File: config.mk
export PLATFORM = sky130hd
export DESIGN_NAME = bitmask_pattern_unit
export DESIGN_NICKNAME = d
export VERILOG_FILES = /design/src/rtl/bmu_pkg.sv /design/src/rtl/bmu_ctrl.sv /design/src/rtl/bmu_datapath.sv /design/src/rtl/bitmask_pattern_unit.sv
export SDC_FILE = /design/constraint.sdc
export NUM_CORES = 1
export LEC_CHECK = 0
export ABC_CLOCK_PERIOD_IN_PS = 6870
export BUFFER_PORTS_ARGS = -buffer_cell sky130_fd_sc_hd__clkbuf_2
export CORE_MARGIN = 3
export CORE_UTILIZATION = 50
export DETAILED_ROUTE_END_ITERATION = 10
export GPL_TIMING_DRIVEN = 0
export PLACE_DENSITY = 0.74
export SYNTH_ARGS = -nofsm -noshare
export SYNTH_HDL_FRONTEND = slang
export SYNTH_HIERARCHICAL = 1
export SYNTH_SLANG_ARGS = --single-unit
File: constraint.sdc
create_clock -name clk -period 6.87 [get_ports clk]
set_input_delay 1.374 -clock clk [delete_from_list [all_inputs] [get_ports clk]]
set_output_delay 1.374 -clock clk [all_outputs]
set_load 0.02 [all_outputs]
File: src/rtl/bmu_pkg.sv
package bmu_pkg;
  localparam int INSTR_W   = 32;
  localparam int REG_IDX_W = 5;
  localparam int MODE_W    = 5;
  // field positions (little-endian index into the 32-bit word)
  localparam int DEST_LSB  = 21;
  localparam int MASK_LSB  = 11;
  localparam int MODE_LSB  = 6;
  localparam int KEEP_BIT  = 5;

  typedef enum logic [1:0] {
    COMB_OR  = 2'b00,
    COMB_AND = 2'b01,
    COMB_XOR = 2'b10,
    COMB_RSV = 2'b11
  } combOp_e;

  typedef enum logic [1:0] {
    AR_INC  = 2'b00,
    AR_DEC  = 2'b01,
    AR_NINC = 2'b10,
    AR_NEG  = 2'b11
  } arith_e;

  typedef struct packed {
    logic                 invertSrc;
    combOp_e              combOp;
    arith_e               arithForm;
    logic                 keepOuter;
    logic                 maskAll;
    logic                 illegal;
    logic [REG_IDX_W-1:0] destIdx;
  } ctrlStrobes_t;
endpackage

File: src/rtl/bmu_ctrl.sv
module bmu_ctrl
  import bmu_pkg::*;
(
  input  logic [INSTR_W-1:0] instrWord,
  output ctrlStrobes_t       strobes
);
  logic [MODE_W-1:0]    modeField;
  logic [REG_IDX_W-1:0] maskIdx;

  assign modeField = instrWord[MODE_LSB +: MODE_W];
  assign maskIdx   = instrWord[MASK_LSB +: REG_IDX_W];

  always_comb begin
    strobes.invertSrc = modeField[4];
    strobes.combOp    = combOp_e'(modeField[1:0]);
    strobes.arithForm = arith_e'(modeField[3:2]);
    strobes.keepOuter = instrWord[KEEP_BIT];
    strobes.maskAll   = (maskIdx == '0);
    strobes.illegal   = (modeField[1:0] == 2'b11);
    strobes.destIdx   = instrWord[DEST_LSB +: REG_IDX_W];
  end
endmodule

File: src/rtl/bmu_datapath.sv
module bmu_datapath
  import bmu_pkg::*;
#(
  parameter int DATA_W = 64
) (
  input  logic                 clk,
  input  logic                 rstN,
  input  logic                 issueValid,
  input  ctrlStrobes_t         strobes,
  input  logic [DATA_W-1:0]    raValue,
  input  logic [DATA_W-1:0]    rbValue,
  output logic                 doneValid,
  output logic [DATA_W-1:0]    rsValue,
  output logic                 writeEn,
  output logic                 illegalOp,
  output logic [REG_IDX_W-1:0] destReg
);
  localparam logic [DATA_W-1:0] ONE = DATA_W'(1);

  logic [DATA_W-1:0] firstPiece, secondPiece, merged, maskVec, finalVal;

  assign firstPiece = strobes.invertSrc ? ~raValue : raValue;

  always_comb begin
    unique case (strobes.arithForm)
      AR_INC:  secondPiece = raValue + ONE;
      AR_DEC:  secondPiece = raValue - ONE;
      AR_NINC: secondPiece = ~(raValue + ONE);
      default: secondPiece = (~raValue) + ONE;
    endcase
  end

  always_comb begin
    unique case (strobes.combOp)
      COMB_OR:  merged = firstPiece | secondPiece;
      COMB_AND: merged = firstPiece & secondPiece;
      COMB_XOR: merged = firstPiece ^ secondPiece;
      default:  merged = '0;
    endcase
  end

  assign maskVec = strobes.maskAll ? '1 : rbValue;

  for (genvar b = 0; b < DATA_W; b++) begin : g_merge
    assign finalVal[b] = maskVec[b] ? merged[b]
                                    : (strobes.keepOuter & raValue[b]);
  end

  always_ff @(posedge clk) begin
    if (!rstN) begin
      doneValid <= 1'b0;
      rsValue   <= '0;
      writeEn   <= 1'b0;
      illegalOp <= 1'b0;
      destReg   <= '0;
    end else begin
      doneValid <= issueValid;
      writeEn   <= issueValid & ~strobes.illegal;
      illegalOp <= issueValid & strobes.illegal;
      if (issueValid) begin
        rsValue <= strobes.illegal ? '0 : finalVal;
        destReg <= strobes.destIdx;
      end
    end
  end
endmodule

File: src/rtl/bitmask_pattern_unit.sv
module bitmask_pattern_unit
  import bmu_pkg::*;
#(
  parameter int DATA_W = 64
) (
  input  logic                 clk,
  input  logic                 rstN,
  input  logic                 issueValid,
  input  logic [INSTR_W-1:0]   instrWord,
  input  logic [DATA_W-1:0]    raValue,
  input  logic [DATA_W-1:0]    rbValue,
  output logic                 doneValid,
  output logic [DATA_W-1:0]    rsValue,
  output logic                 writeEn,
  output logic                 illegalOp,
  output logic [REG_IDX_W-1:0] destReg
);
  ctrlStrobes_t strobes;

  bmu_ctrl uCtrl (
    .instrWord (instrWord),
    .strobes   (strobes)
  );

  bmu_datapath #(.DATA_W(DATA_W)) uDp (
    .clk        (clk),
    .rstN       (rstN),
    .issueValid (issueValid),
    .strobes    (strobes),
    .raValue    (raValue),
    .rbValue    (rbValue),
    .doneValid  (doneValid),
    .rsValue    (rsValue),
    .writeEn    (writeEn),
    .illegalOp  (illegalOp),
    .destReg    (destReg)
  );
endmodule

==> results of run 1 <==
cells in the final DEF (no fill, tap or decap), types with 57 or more instances in the layout:
cell | Yosys | layout
a21oi_1 | 65 | 65
clkbuf_1 | 114 | 114
inv_1 | 112 | 112
nor2_1 | 100 | 100
nor2b_1 | 57 | 57
xor2_1 | 160 | 160
nand2_1 | 129 | 129
ha_1 | 130 | 130
dfxtp_1 | 72 | 72
clkbuf_2 | 1 | 160
xnor2_1 | 77 | 77
area by class of cell:
| cell class | instances | share of cell area |
|---|---|---|
| inverters | 112 | 0.0342 |
| repair buffers | 159 | 0.0647 |
| multi-input cells | 1125 | 0.681 |
| clock inverters | 5 | 0.00468 |
| well taps | 275 | 0.0280 |
| clock buffers | 10 | 0.0194 |
| plain buffers | 153 | 0.0512 |
| flip-flops and latches | 72 | 0.117 |
logic make-up (layout without fill, tap and decap cells):
group           Yosys count  count (layout)  share of synthesized area
simple gates            440             440                      0.199
mux                      26              26                     0.0239
fa+ha+maj               130             130                      0.150
buf+inv                 265             439                     0.0967
flops                    72              72                      0.133
compound gates          292             292                      0.207
xor+xnor                237             237                      0.191
power groups by stage:
| stage | registers, mW | clock network, mW | logic (mW) |
|---|---|---|---|
| 3_5_place_dp | 0.467 | 0 | 0.690 |
| 2_1_floorplan | 0.495 | 0 | 0.465 |
| 3_3_place_gp | 0.466 | 0 | 0.665 |
| 4_1_cts | 0.457 | 0.517 | 0.696 |
| 5_1_grt | 0.460 | 0.535 | 0.778 |
| 6_report | 0.457 | 0.509 | 0.705 |
worst register-to-register path, cell delays in order (launching register included):
cell and delay [ns]:
dfxtp_1 0.33, a32oi_1 0.21, nor2b_1 0.07
flip-flops by register name (all words and copies together) (netlist names):
signal         flops
uDp/destReg        5
uDp/illegalOp      1
uDp/writeEn        1
uDp/doneValid      1
uDp/rsValue       64
final timing paths:
check,startpoint,to,slack [ns],cells past startpoint
max,raValue[14],uDp/rsValue[63],1.85,13
min,uDp/rsValue[12],uDp/rsValue[12],0.47,1
max reg2reg,uDp/rsValue[25],uDp/rsValue[25],6.15,2
min reg2reg,uDp/rsValue[12],uDp/rsValue[12],0.47,1
metrics by stage:
step                power, mW  hold slack, ns
finish                   1.67           0.474
global route             1.77           0.487
CTS                      1.67           0.475
detailed placement       1.16           0.459
global placement         1.13           0.453
floorplan               0.959           0.590
metal layers:
metal,global-route usage,vias up,part of all wire
met5,0,-,0
met1,0.407,5519,0.42
met3,0.0495,93,0.072
met2,0.533,529,0.47
li1,-,5405,-
met4,0.147,0,0.043
==> metrics.cfg, run 1 <==
[outcome]
outcome = finished clean

[cts]
cts_max_level = 3
post_cts_buffers = 0
cts-buffers-inserted = 9
cts_resized = 0
cts_tree = yes
root_buffer = clkbuf_16
cts_sinks = 72
hold_buffers = 0
cts.clk_slew.worst_paths_ns = 0.07
clock_latency_ns = 0.36
cts_buffer_depth = 2

[timing]
fin_ws_ns = 1.85
hold_viol = 0
fin_crit_sh = 0.731
setup_violations = 0
fin_skew_ns = 0
worst_pin_slew_ns = 1.30
layout_min_cycle_time_ns = 5.02
final_max_slew_viol_count = 0
setup-tns-final_ns = 0
slew_headroom = 0.130
rsz0062_at_grt = no
fmax_ghz = 0.199

[logic_synthesis]
synth_common_cells = 160 x xor2_1, 130 x ha_1, 129 x nand2_1
synth_top_cell_area_share = 0.150
synth_area_mm2 = 0.0109
ys.flop_type = dfxtp_1
synth-seq-area-share = 0.133
synth_edf_count = 0
avgSynthCellArea_um2 = 7.44
ys_types = 57
synth_top_cells_by_area = ha_1 15%, dfxtp_1 13%, xor2_1 13%
yosys.area.top_type = ha_1
yosysWarnings = 6
yosysMostFrequentCell = xor2_1
synth_nets = 1755
yosys_register_bits = 72
synthArstFlopShare = 0
syn-instance-count = 1462

[route]
vias = 11546
wl_per_cell_um = 20.7
ant_nets = 0
drt_iter0_markers = 977
drc = 0
wl_mm = 39.6
viasPerCell = 6.04
first_pass_iters = 6

[global_routing]
grt_overflow_total = 0
grt_pass1_vias = 11026
track_usage = 0.320
grt_pass1_wl_mm = 60.4
antenna_found_initial = 0
grt_max_degree = 13

[worst_setup_path]
critical_path_class = in2reg
worstPathRequired_ns = 7.11
crit_path_end_kind = flip-flop
cp_top_family = simple AND/OR/NAND/NOR gates
cp.buffers_inverters = 2
path_cells = clkbuf_1, nand2_1, nor4_1, and3_1, clkbuf_1, nand3_1, o32ai_1, xor2_1, ha_1, a21oi_1, o221ai_1, a32oi_1, nor2b_1
worst-path-max-fanout = 8
cpPeakStageDelay_ns = 0.78
slowest_stage = o32ai_1
start_kind = primary input
crit_path_frequent_cell = clkbuf_1
cp.arrival_ns = 5.26

[placed_design]
hpwl_mm = 30.5
place_area_mm2 = 0.0120
dp_cells = 1896
gp_congestion = 0.958
port_buffers = 159
dp_slack_ns = 1.59

[floorplanning]
ioPinCount = 235
die_x_um = 153
start_util = 0.512
rows = 53
core_mm2 = 0.0212
die_y_um = 153
die_area_mm2 = 0.0235

[power]
p_per_area_mw_per_mm2 = 136
p_seq_frac = 0.274
swShare = 0.400
p_sw_mw = 0.668
power.internal_mw = 1.00
p_leak_nw = 5.44
combPwrFrac = 0.422
clockPowerShare = 0.305
ir_worst_vdd_v = 0.0000966

[finish]
postLayoutCoreUtil = 0.580
syn_to_final_growth_pct = 13.2
fillers = 2068
drive_gt1_frac = 0.127
fin_cells = 1911
nNetsFinal = 1925
n_antenna_cell = 0
multi_input_area_mm2 = 0.00838
regArea_mm2 = 0.00144
final_area_mm2 = 0.0123

[job]
cap_viol_max_count = 0

[worst_hold_path]
hold_path.class = reg2reg

(Power assumes the default switching activity.)
==> run 2, diff against run 1 <==
--- a/config.mk
+++ b/config.mk
@@ -5,13 +5,13 @@
 export SDC_FILE = /design/constraint.sdc
 export NUM_CORES = 1
 export LEC_CHECK = 0
-export ABC_CLOCK_PERIOD_IN_PS = 6870
+export ABC_CLOCK_PERIOD_IN_PS = 4400
 export BUFFER_PORTS_ARGS = -buffer_cell sky130_fd_sc_hd__clkbuf_2
 export CORE_MARGIN = 3
 export CORE_UTILIZATION = 50
 export DETAILED_ROUTE_END_ITERATION = 10
 export GPL_TIMING_DRIVEN = 0
-export PLACE_DENSITY = 0.74
+export PLACE_DENSITY = 0.77
 export SYNTH_ARGS = -nofsm -noshare
 export SYNTH_HDL_FRONTEND = slang
 export SYNTH_HIERARCHICAL = 1
==> constraint.sdc (replaced) <==
create_clock -name clk -period 4.4 [get_ports clk]
set_input_delay 0.88 -clock clk [delete_from_list [all_inputs] [get_ports clk]]
set_output_delay 0.88 -clock clk [all_outputs]
set_load 0.02 [all_outputs]
==> run 2 against run 1 <==
  * Cell count is the same
  * Largest power group unchanged
  * Critical endpoint is now uDp/rsValue[51]
  * Largest cell class unchanged
  * Critical path type unchanged
  * Non-clock buffer count is the same
  * Sequential cell count is the same
  * Clock-buffer cell count grew 1
  * First-iteration DRC count grew 11%
==> metrics.cfg, run 2 (synthesis gave the netlist of run 1 again) <==
[placed_design]
dp_slack_ns = -0.347
hpwl_mm = 30.1
place_area_mm2 = 0.0120
gp_congestion = 0.985
port_buffers = 159

[floorplanning]
ioPinCount = 235
die_area_mm2 = 0.0235
rows = 53
die_x_um = 153
die_y_um = 153
start_util = 0.512
core_mm2 = 0.0212

[timing]
worst_pin_slew_ns = 1.10
fin_skew_ns = 0
fin_crit_sh = 0.955
fin_ws_ns = 0.197
hold_viol = 0
fmax_ghz = 0.238
setup-tns-final_ns = 0
slew_headroom = 0.266
final_max_slew_viol_count = 0
rsz0062_at_grt = yes
layout_min_cycle_time_ns = 4.20
setup_violations = 0

[worst_setup_path]
worstPathRequired_ns = 4.65
start_kind = primary input
crit_path_frequent_cell = clkbuf_1
crit_path_end_kind = flip-flop
path_cells = clkbuf_2, clkbuf_1, or4b_1, or3_1, clkbuf_1, nor3_2, nand2_2, o32ai_1, xor2_1, ha_1, a21oi_1, o221ai_1, a32oi_1, nor2b_1
cp.arrival_ns = 4.45
slowest_stage = or4b_1
worst-path-max-fanout = 8
cpPeakStageDelay_ns = 0.56
critical_path_class = in2reg

[global_routing]
grt_overflow_total = 0
grt_use_met2 = 0.524
antenna_found_initial = 0
met1_usage = 0.411
grt_pass1_vias = 11210
track_usage = 0.318
grtUsageMet3 = 0.0442
grt_max_degree = 12
grt_busiest_layer = met2
grt_pass1_wl_mm = 60.8

[power]
ir_worst_vdd_v = 0.000172
p_leak_nw = 5.46
p_per_area_mw_per_mm2 = 213
power_mw = 2.63

[finish]
final_area_mm2 = 0.0124
drive_gt1_frac = 0.130
largest-register = uDp/rsValue
n_antenna_cell = 0
nNetsFinal = 1925
largest_reg_flops = 64
reg_top3 = uDp/rsValue (64), uDp/destReg (5)
layout_common_cells = 160 x clkbuf_2, 160 x xor2_1, 130 x ha_1, 129 x nand2_1, 116 x clkbuf_1
syn_to_final_growth_pct = 13.7

[route]
ant_nets = 0
wl_per_cell_um = 20.4
vias = 11561
wl_mm = 39.0
drc = 0
first_pass_iters = 5
viasPerCell = 6.05
drt_iter0_markers = 1082

[cts]
root_buffer = clkbuf_16
cts_tree = yes
cts.clk_slew.worst_paths_ns = 0.07
post_cts_buffers = 0
clock_latency_ns = 0.34
cts_sinks = 72
cts-buffers-inserted = 9
cts_buffer_depth = 2
cts_max_level = 3
hold_buffers = 0

[job]
cap_viol_max_count = 0

[worst_hold_path]
hold_path.class = reg2reg

[outcome]
outcome = finished clean

-- run 2: metal layers --
metal  wire length, um  part of all wire  vias to the layer above
li1                  -                 -                     5410
met1             16000              0.41                     5462
met2             18000              0.46                      581
met3              3060             0.078                      108
met4              1900             0.049                        0
met5                 0                 0                        -
-- run 2: worst paths after layout --
| kind | from | end | slack, ns | depth (start not counted) |
|---|---|---|---|---|
| hold reg to reg | uDp/rsValue[23] | uDp/rsValue[23] | 0.47 | 1 |
| hold / removal | uDp/rsValue[23] | uDp/rsValue[23] | 0.47 | 1 |
| setup reg to reg | uDp/rsValue[62] | uDp/rsValue[62] | 3.69 | 2 |
| setup / recovery | raValue[0] | uDp/rsValue[51] | 0.20 | 14 |
-- run 2: through the flow --
step | utilization | instances | hold slack [ns]
2_1_floorplan | - | 1462 | 0.590
3_3_place_gp | 0.566 | 1896 | 0.450
3_5_place_dp | 0.566 | 1896 | 0.457
4_1_cts | 0.580 | 1911 | 0.472
5_1_grt | 0.582 | 1911 | 0.490
6_report | 0.582 | 1911 | 0.467
-- run 2: cell type report --
class	instances	area, um^2
Fill cell	2066	8860
Clock buffer	11	233
Buffer	153	631
Inverter	112	420
Tap cell	275	344
Sequential cell	72	1440
Timing Repair Buffer	159	796
Clock inverter	4	70.1
Multi-Input combinational cell	1125	8420
-- run 2: what timing repair did --
action | CTS | global route
hold endpoints to repair | 0 | 0
gates resized for setup | 0 | 8
setup endpoints to repair | 0 | 12
-- run 2: report_power, final --
group,internal (mW),switching (mW)
Combinational,0.424,0.674
Sequential,0.691,0.0220
Clock,0.493,0.326
-- run 2: critical path, delay by kind of cell --
family / cells / cell delay (ns)
buffers and inverters: 3 / 0.57
adders and majority gates: 1 / 0.25
xor gates and xnor gates: 1 / 0.20
and+or+nand+nor: 5 / 1.57
AOI/OAI and AO/OA: 4 / 0.98
